**src/rtl/fdc_pwr_pkg.sv**
```systemverilog
package fdc_pwr_pkg;

  localparam int ADDR_W = 3;
  localparam int DATA_W = 8;

  // register addresses seen on the host bus
  localparam logic [ADDR_W-1:0] A_DRVCTL    = 3'd2;
  localparam logic [ADDR_W-1:0] A_STAT_RATE = 3'd4;
  localparam logic [ADDR_W-1:0] A_FIFO      = 3'd5;

  // field positions
  localparam int DRV_SRST_BIT  = 2;
  localparam int DRV_MOTOR_LSB = 4;
  localparam int NUM_MOTORS    = 4;
  localparam int RATE_PD_BIT   = 6;
  localparam int RATE_SRST_BIT = 7;

  typedef enum logic [1:0] {
    PD_NONE = 2'b00,
    PD_AUTO = 2'b01,
    PD_CMD  = 2'b10
  } pd_cause_e;

  typedef struct packed {
    logic soft_rst;
    logic reg_wake;
    logic cmd_pd_req;
  } bus_evt_t;

endpackage

```
**src/rtl/fdc_pwr_decode.sv**
```systemverilog
module fdc_pwr_decode
  import fdc_pwr_pkg::*;
#(
  parameter int AW = ADDR_W,
  parameter int DW = DATA_W
) (
  input  logic [AW-1:0] addr,
  input  logic          rd,
  input  logic          wr,
  input  logic [DW-1:0] wdata,
  output bus_evt_t      evt
);
  localparam int MOTOR_MSB = DRV_MOTOR_LSB + NUM_MOTORS - 1;

  logic hit_drv, hit_sr, hit_fifo;
  logic motor_set;

  always_comb begin
    hit_drv   = (addr == A_DRVCTL);
    hit_sr    = (addr == A_STAT_RATE);
    hit_fifo  = (addr == A_FIFO);
    motor_set = |wdata[MOTOR_MSB:DRV_MOTOR_LSB];

    evt.soft_rst   = wr & ((hit_drv & wdata[DRV_SRST_BIT]) |
                           (hit_sr  & wdata[RATE_SRST_BIT]));
    evt.reg_wake   = (wr & hit_drv & motor_set) |
                     (rd & hit_sr) |
                     ((rd | wr) & hit_fifo);
    evt.cmd_pd_req = wr & hit_sr & wdata[RATE_PD_BIT] & ~wdata[RATE_SRST_BIT];
  end
endmodule

```
**src/rtl/fdc_pwr_idle_timer.sv**
```systemverilog
module fdc_pwr_idle_timer #(
  parameter int IDLE_CYCLES = 2_000_000
) (
  input  logic clk,
  input  logic rst,
  input  logic reload,
  input  logic idle,
  output logic expired
);
  localparam int CNT_W = $clog2(IDLE_CYCLES + 1);
  localparam logic [CNT_W-1:0] LOAD = CNT_W'(IDLE_CYCLES);

  logic [CNT_W-1:0] cnt_q;

  always_ff @(posedge clk) begin
    if (rst || reload || !idle)
      cnt_q <= LOAD;
    else if (cnt_q != '0)
      cnt_q <= cnt_q - 1'b1;
  end

  assign expired = idle && (cnt_q == '0);
endmodule

```
**src/rtl/fdc_pwr_ctrl.sv**
```systemverilog
module fdc_pwr_ctrl
  import fdc_pwr_pkg::*;
(
  input  logic       clk,
  input  logic       rst,
  input  bus_evt_t   evt,
  input  logic       idle,
  input  logic       expired,
  output logic       pwr_down,
  output logic [1:0] pd_cause,
  output logic       drive_pins_en,
  output logic       wake_pulse,
  output logic       core_reset
);
  logic      cmd_pd_q, auto_pd_q;
  logic      cmd_pd_d, auto_pd_d;
  logic      leave;
  pd_cause_e cause_d;

  always_comb begin
    leave = evt.soft_rst | evt.reg_wake;

    cmd_pd_d = cmd_pd_q;
    if (leave)               cmd_pd_d = 1'b0;
    else if (evt.cmd_pd_req) cmd_pd_d = 1'b1;

    auto_pd_d = auto_pd_q;
    if (leave || !idle)  auto_pd_d = 1'b0;
    else if (expired)    auto_pd_d = 1'b1;

    if (cmd_pd_d)       cause_d = PD_CMD;
    else if (auto_pd_d) cause_d = PD_AUTO;
    else                cause_d = PD_NONE;
  end

  always_ff @(posedge clk) begin
    if (rst) begin
      cmd_pd_q      <= 1'b0;
      auto_pd_q     <= 1'b0;
      pwr_down      <= 1'b0;
      pd_cause      <= PD_NONE;
      drive_pins_en <= 1'b1;
      wake_pulse    <= 1'b0;
      core_reset    <= 1'b1;
    end else begin
      cmd_pd_q      <= cmd_pd_d;
      auto_pd_q     <= auto_pd_d;
      pwr_down      <= cmd_pd_d | auto_pd_d;
      pd_cause      <= cause_d;
      drive_pins_en <= ~(cmd_pd_d | auto_pd_d);
      wake_pulse    <= evt.reg_wake & ~evt.soft_rst & (cmd_pd_q | auto_pd_q);
      core_reset    <= evt.soft_rst;
    end
  end
endmodule

```
**src/rtl/fdc_pwr_mgr.sv**
```systemverilog
module fdc_pwr_mgr
  import fdc_pwr_pkg::*;
#(
  parameter int IDLE_CYCLES = 2_000_000
) (
  input  logic              clk,
  input  logic              rst,
  input  logic [ADDR_W-1:0] bus_addr,
  input  logic              bus_rd,
  input  logic              bus_wr,
  input  logic [DATA_W-1:0] bus_wdata,
  input  logic              motor_active,
  input  logic              cmd_busy,
  input  logic              fifo_empty,
  output logic              pwr_down,
  output logic [1:0]        pd_cause,
  output logic              drive_pins_en,
  output logic              wake_pulse,
  output logic              core_reset
);
  bus_evt_t evt;
  logic     idle, expired, reload;

  assign idle   = ~motor_active & ~cmd_busy & fifo_empty;
  assign reload = evt.soft_rst | evt.reg_wake;

  fdc_pwr_decode #(.AW(ADDR_W), .DW(DATA_W)) u_dec (
    .addr (bus_addr),
    .rd   (bus_rd),
    .wr   (bus_wr),
    .wdata(bus_wdata),
    .evt  (evt)
  );

  fdc_pwr_idle_timer #(.IDLE_CYCLES(IDLE_CYCLES)) u_tmr (
    .clk    (clk),
    .rst    (rst),
    .reload (reload),
    .idle   (idle),
    .expired(expired)
  );

  fdc_pwr_ctrl u_ctl (
    .clk          (clk),
    .rst          (rst),
    .evt          (evt),
    .idle         (idle),
    .expired      (expired),
    .pwr_down     (pwr_down),
    .pd_cause     (pd_cause),
    .drive_pins_en(drive_pins_en),
    .wake_pulse   (wake_pulse),
    .core_reset   (core_reset)
  );
endmodule

```
**config.mk**
```make
export PLATFORM = sky130hd
export DESIGN_NAME = fdc_pwr_mgr
export DESIGN_NICKNAME = d
export VERILOG_FILES = /design/src/rtl/fdc_pwr_pkg.sv /design/src/rtl/fdc_pwr_decode.sv /design/src/rtl/fdc_pwr_idle_timer.sv /design/src/rtl/fdc_pwr_ctrl.sv /design/src/rtl/fdc_pwr_mgr.sv
export SDC_FILE = /design/constraint.sdc
export NUM_CORES = 1
export LEC_CHECK = 0
export ABC_AREA = 1
export CAP_MARGIN = 15
export CORE_MARGIN = 2
export CORE_UTILIZATION = 40
export CTS_CLUSTER_SIZE = 30
export DETAILED_ROUTE_END_ITERATION = 16
export HOLD_SLACK_MARGIN = 0.15
export SLEW_MARGIN = 40
export SYNTH_ARGS = -nofsm -noshare
export SYNTH_HDL_FRONTEND = slang
export SYNTH_SLANG_ARGS = --single-unit
```
**constraint.sdc**
```tcl
create_clock -name clk -period 1.8 [get_ports clk]
set_clock_uncertainty 0.05 [all_clocks]
set_input_delay 0.36 -clock clk [delete_from_list [all_inputs] [get_ports clk]]
set_output_delay 0.36 -clock clk [all_outputs]
set_load 0.05 [all_outputs]
```
After elaboration in Yosys (flattened, before gate mapping)
Cells that the tools add are included.
{"block": "op_classes", "div": 0, "n_shift": 0, "muxes": 6, "mul": 0, "n_addsub": 1, "magnitude_cmp": 0, "eq_ne": 3, "bitwise": 26, "reduce_logical": 9}
{"cell": "21-bit zero test", "count": 1}
{"cell": "21-bit nonzero test", "count": 1}
{"cell": "21-bit by 1-bit subtractor with 21-bit output (second input constant)", "count": 1}
{"cell": "1-bit bitwise AND", "count": 14}
{"cell": "1-bit bitwise OR", "count": 7}
{"cell": "3-bit equality test (second input constant)", "count": 2}
{"cell": "1-bit 2-to-1 mux", "count": 5}
{"cell": "1-bit inverter", "count": 5}
{"cell": "4-bit OR reduction", "count": 1}
{"cell": "3-bit by 2-bit equality test with 1-bit output (second input constant)", "count": 1}
{"cell": "1-bit logical OR", "count": 3}
{"cell": "2-bit 2-to-1 mux", "count": 1}
{"cell": "2-bit OR reduction", "count": 1}
{"cell": "1-bit logical AND", "count": 1}
{"cell": "1-bit zero test", "count": 1}
{"block": "word_totals", "regBits": 29, "output_inout_bits": 6, "input_bits": 18, "mem_bits_ro": 0, "wordCells": 54, "ramBits": 0, "n_memories": 0, "latchBits": 0}

Logic depth before layout (Yosys ltp)
{"block": "depth", "ltp_word": 10, "mapped_depth": 9, "depth_no_buf": 9}

By module
A second synthesis with hierarchy kept.
{"block": "hier_totals", "cells_unflattened": 247, "area_unflattened_um2": 1571.5}
{"module": "fdc_pwr_idle_timer", "instances": 1, "cells_each": 190, "area_each_um2": 1207.4, "seq_area_each_um2": 420.4}
{"module": "fdc_pwr_ctrl", "instances": 1, "cells_each": 31, "area_each_um2": 255.2, "seq_area_each_um2": 140.1}
{"module": "fdc_pwr_decode", "instances": 1, "cells_each": 22, "area_each_um2": 91.3, "seq_area_each_um2": 0.0}
{"module": "fdc_pwr_mgr", "instances": 1, "cells_each": 4, "area_each_um2": 17.5, "seq_area_each_um2": 0.0}

Worst setup path before layout
OpenSTA, ideal clock, no wires.
{"block": "synth_path", "path_type": "flip-flop to flip-flop", "startpoint": "reg u_tmr.cnt_q[0]", "endpoint": "reg u_tmr.cnt_q[19]", "path_buffers": 1, "period_less_slack_ns": 1.420, "setup_ns": 0.113, "slack_ns": 0.380, "arrival_ns": 1.258, "stages_incl_launch_ff": 9, "required_time_ns": 1.637, "cell_sequence": "dfxtp_1 -> inv_2 -> ha_1 -> nand2_2 -> nor2_4 -> nand3_4 -> buf_6 -> nand4_1 -> nand2_1"}
{"block": "synth_between", "elab_chain_cells": 1, "elab_cells_between_ends": 2, "classes_between": "add/sub: 1; reduce/logical: 1"}
{"element": "start, declared", "line_no": "fdc_pwr_idle_timer.sv:13", "source": "logic [CNT_W-1:0] cnt_q;"}
{"element": "start signal, assigned", "line_no": "fdc_pwr_idle_timer.sv:19", "source": "cnt_q <= cnt_q - 1'b1;"}
{"element": "21-bit by 1-bit subtractor with 21-bit output / 21-bit nonzero test (equally long branches)", "line_no": "fdc_pwr_idle_timer.sv:19, fdc_pwr_idle_timer.sv:18"}
Several ways; a longest one is shown, not always the timed one.
A chain may end at the register's enable or synchronous reset.

Worst setup path after layout
{"block": "layout_path", "startpoint": "in bus_addr[0]", "endpoint": "reg u_ctl.drive_pins_en"}
{"block": "layout_between", "elab_chain_cells": 10, "elab_cells_between_ends": 23, "classes_between": "eq/ne: 3; mux: 3; bitwise: 16; reduce/logical: 1"}
{"element": "start, declared", "line_no": "fdc_pwr_mgr.sv:8", "source": "input logic [ADDR_W-1:0] bus_addr,"}
{"element": "3-bit by 2-bit equality test with 1-bit output", "line_no": "fdc_pwr_decode.sv:19", "source": "hit_drv = (addr == A_DRVCTL);"}
{"element": "1-bit bitwise AND (2 in series)", "line_no": "fdc_pwr_decode.sv:26", "source": "evt.reg_wake = (wr & hit_drv & motor_set) |"}
{"element": "1-bit bitwise OR", "line_no": "fdc_pwr_decode.sv:26"}
{"element": "1-bit bitwise OR", "line_no": "fdc_pwr_decode.sv:27", "source": "(rd & hit_sr) |"}
{"element": "1-bit bitwise OR", "line_no": "fdc_pwr_ctrl.sv:21", "source": "leave = evt.soft_rst | evt.reg_wake;"}
{"element": "1-bit logical OR", "line_no": "fdc_pwr_ctrl.sv:28", "source": "if (leave || !idle) auto_pd_d = 1'b0;"}
{"element": "1-bit 2-to-1 mux", "line_no": "fdc_pwr_ctrl.sv:28"}
{"element": "1-bit bitwise OR (*)", "line_no": "fdc_pwr_ctrl.sv:50", "source": "drive_pins_en <= ~(cmd_pd_d | auto_pd_d);"}
{"element": "1-bit inverter (*)", "line_no": "fdc_pwr_ctrl.sv:50"}
{"element": "end signal, assigned", "line_no": "fdc_pwr_ctrl.sv:50"}
{"element": "end, declared", "line_no": "fdc_pwr_ctrl.sv:11", "source": "output logic drive_pins_en,"}
Every way passes the cells marked *; elsewhere a longest branch is shown, timed or not.

==> metrics.log <==
INFO  metric grtUsageTotal = 16.7%
INFO  metric via_per_inst = 4.64
INFO  metric finalSetupViolCount = 0
INFO  metric syn-num-nets = 274
INFO  metric drt-wirelength-per-cell = 10.5 um
INFO  metric intPower = 0.991 mW
INFO  metric hold_path_startpoint = u_tmr.cnt_q[20]
INFO  metric cts_inserted_buffers = 3
INFO  metric seq_area = 561 um2
INFO  metric startpoint = bus_addr[0]
INFO  metric critPathBufInv = 3
INFO  metric yosys_warnings = 0
INFO  metric detailroute.via_count = 1532
INFO  metric tritoncts_num_sinks = 28
INFO  metric mostFrequentLayoutCell = nand2_1
INFO  metric place_congestion = 0.817
INFO  metric drtPass1Iterations = 4
INFO  metric unrepaired_setup_endpoints_after_global_routing = false
INFO  metric vdd.ir_drop.worst = 0.000362 V
INFO  metric critical_path.endpoint_type = register
INFO  metric worst-path-max-fanout = 8
INFO  metric finalWorstPathRequiredPeriod = 1.55 ns
INFO  metric clock_insertion_delay_worst_skew = 0.27 ns
INFO  metric clk_root_buffer_cell = clkbuf_8
INFO  metric max_clock_freq = 645 MHz
INFO  metric timing.critical_path.slowest_cell_delay = 0.56 ns
INFO  metric detailedPlace.worstSlack = -0.0797 ns
INFO  metric fillCellCount = 421
INFO  metric antenna_violations_before_repair = 0
INFO  metric post-route-cell-area = 0.00198 mm2
INFO  metric yosys-top-cells-area = dfxtp_1 (34%), nand2_1 (19%), nor2_1 (12%)
INFO  metric design.die.area = 0.00462 mm2
INFO  metric dpl.cell_count = 326
INFO  metric grt_max_degree = 17
INFO  metric clk_pin_slew_worst_paths = 0.10 ns
INFO  metric worst_slew_margin_rel = 82.2%
INFO  metric placedInstanceArea = 0.00191 mm2
INFO  metric setup_ws_final = 0.249 ns
INFO  metric multi_input_comb_area = 922 um2
INFO  metric pin_count = 24
INFO  metric worst-endpoint-arrival = 1.69 ns
INFO  metric layout.nets = 300
INFO  metric combPwrFrac = 11.9%
INFO  metric power.share.clock = 39.1%
INFO  metric fin_cells = 330
INFO  metric power_switching = 0.296 mW
INFO  metric post_route_cells_drive_above_1_share = 15.0%
INFO  metric type_of_element_launching_the_critical_path = primary input
INFO  metric p_leak = 0.996 nW
INFO  metric ctsResizeCount = 0
INFO  metric finalCoreUtilization = 49.8%
INFO  metric wirelength = 3450 um
INFO  metric drcViolationCount = 0
INFO  metric core_region_area = 0.00397 mm2
INFO  metric fp-row-count = 23
INFO  metric grt_first_pass_wirelength = 5950 um
INFO  metric synth.top_cell.area_share = 34.3%
INFO  metric critPathTopFamily = simple AND/OR/NAND/NOR gates
INFO  metric power.total = 1.29 mW
INFO  metric slowest_stage = clkdlybuf4s50_1
INFO  metric clockBufferDepth = 2
INFO  metric switching_share = 23.0%
INFO  metric syn2layout_area_growth = 20.8%
INFO  metric synth_seq_area_share = 34.3%
INFO  metric diodes = 0
INFO  metric global_route.overflow_total = 0
INFO  metric run_status = finished, final reports clean
INFO  metric post_cts_buffers = 0
INFO  metric cts_hold_buffers = 0
INFO  metric required = 1.94 ns
INFO  metric seq_power_share = 49.1%
INFO  metric syn_inst = 255
INFO  metric yosys.area.top_type = dfxtp_1
INFO  metric worst-setup-path-type = primary input to register
INFO  metric final_hold_violation_count = 0
INFO  metric type_of_the_tightest_min_delay_check = register to register
INFO  metric drtIter0Drc = 70
INFO  metric ys_types = 23
INFO  metric layout.cells.most_common_list = nand2_1 (81), nor2_1 (53), dfxtp_1 (28)
INFO  metric max_cap_viol_count = 0
INFO  metric tritoncts = yes
INFO  metric htree_levels = 1
INFO  metric part_of_the_cycle_the_worst_path_needs = 86.2%
INFO  metric maxSlewViolCount = 0
INFO  metric ordered_list_of_cells_on_the_worst_path = clkdlybuf4s50_1, inv_2, nand2_1, nor2_1, nand2_1, nand3_1, nor2_4, nand2_2, nand2_2, inv_2
INFO  metric die_width = 68.0 um
INFO  metric floorplan.initialDensity = 41.2%
INFO  metric worst_slew_pin_slew = 0.267 ns
INFO  metric dp.final_hpwl = 2740 um
INFO  metric cellPowerDensity = 651 mW/mm2
INFO  metric reg2reg_from = u_tmr.cnt_q[0]
INFO  metric syn_area_per_cell = 6.42 um2
INFO  metric chipHeight = 68.0 um
INFO  metric port_buffers = 20
INFO  metric grt_pass1_vias = 1412
INFO  metric synth_area = 0.00164 mm2
INFO  metric drt.antenna.violating_nets = 0
INFO  metric ys_ff_latch = 28
-- path summary, 6_finish.rpt --
kind | to | slack [ns] | cells past startpoint
worst min-delay path | u_tmr.cnt_q[20] | 0.45 | 2
worst max-delay path | u_ctl.drive_pins_en | 0.25 | 10
worst min register to register | u_tmr.cnt_q[20] | 0.45 | 2
worst max register to register | u_tmr.cnt_q[17] | 0.29 | 8
-- per-stage QoR --
step                      setup TNS, ns  hold slack, ns
after CTS                             0           0.436
after detailed placement         -0.202           0.420
after floorplan                       0           0.398
after global placement           -0.141           0.413
after global routing                  0           0.479
final                                 0           0.446
-- tightest hold or removal path: cells and delay by family (launching register included) --
kind,cells,cell delay (ns)
AND/OR/NAND/NOR,1,0.05
flip-flops,1,0.33
AO/OA/AOI/OAI,1,0.08
-- cell type report --
cell class | instances | share of cell area [%]
multi-input cells | 193 | 46.6
flip-flops and latches | 28 | 28.4
repair buffers | 25 | 12.5
inverters | 30 | 5.70
well taps | 50 | 3.16
clock buffers | 3 | 2.09
clock inverters | 1 | 1.52
-- kinds of logic (layout without fill, tap and decap cells) --
group	Yosys count	count (layout)	share of synthesized area, %
AND/OR/NAND/NOR	180	180	50.3
buffers and inverters	34	59	9.40
flip-flops	28	28	34.3
AO/OA/AOI/OAI	8	8	3.13
XOR/XNOR	4	4	2.14
adder cells (fa/ha/maj)	1	1	0.764
-- cells in the mapped netlist --
library cell	n
nand2_1	81
nor2_1	53
dfxtp_1	28
inv_1	27
nor2_2	9
nand3b_1	8
nand2_2	6
nand3_1	6
nand4_1	5
nor3_1	4
xor2_1	4
a21oi_1	3
buf_6	3
inv_2	3
nor2_4	3
o21ai_2	3
nand3_2	2
o21ai_0	2
and2_1	1
buf_4	1
ha_1	1
nand3_4	1
nor3b_1	1
-- flip-flops by register name (all words and copies together) (netlist names) --
register             count
u_ctl.drive_pins_en      1
u_ctl.auto_pd_q          1
u_ctl.pd_cause           1
u_ctl.core_reset         1
u_ctl.wake_pulse         1
u_ctl.cmd_pd_q           1
u_ctl.pwr_down           1
u_tmr.cnt_q             21
-- layer usage --
layer / routed length (um) / vias up / part of all wire [%] / GRT usage (%)
met1: 1700 / 674 / 49 / 21.4
met5: 0 / - / 0 / 0
met4: 20 / 0 / 0.58 / 3.00
met3: 135 / 2 / 3.9 / 3.62
li1: - / 828 / - / -
met2: 1600 / 28 / 46 / 28.9
-- power groups by stage --
stage          clock network (mW)  logic [mW]  registers (mW)
2_1_floorplan                   0      0.0874           0.651
3_3_place_gp                    0       0.153           0.646
3_5_place_dp                    0       0.154           0.646
4_1_cts                     0.521       0.154           0.632
5_1_grt                     0.538       0.172           0.633
6_report                    0.503       0.153           0.632
(Power assumes the default switching activity.)
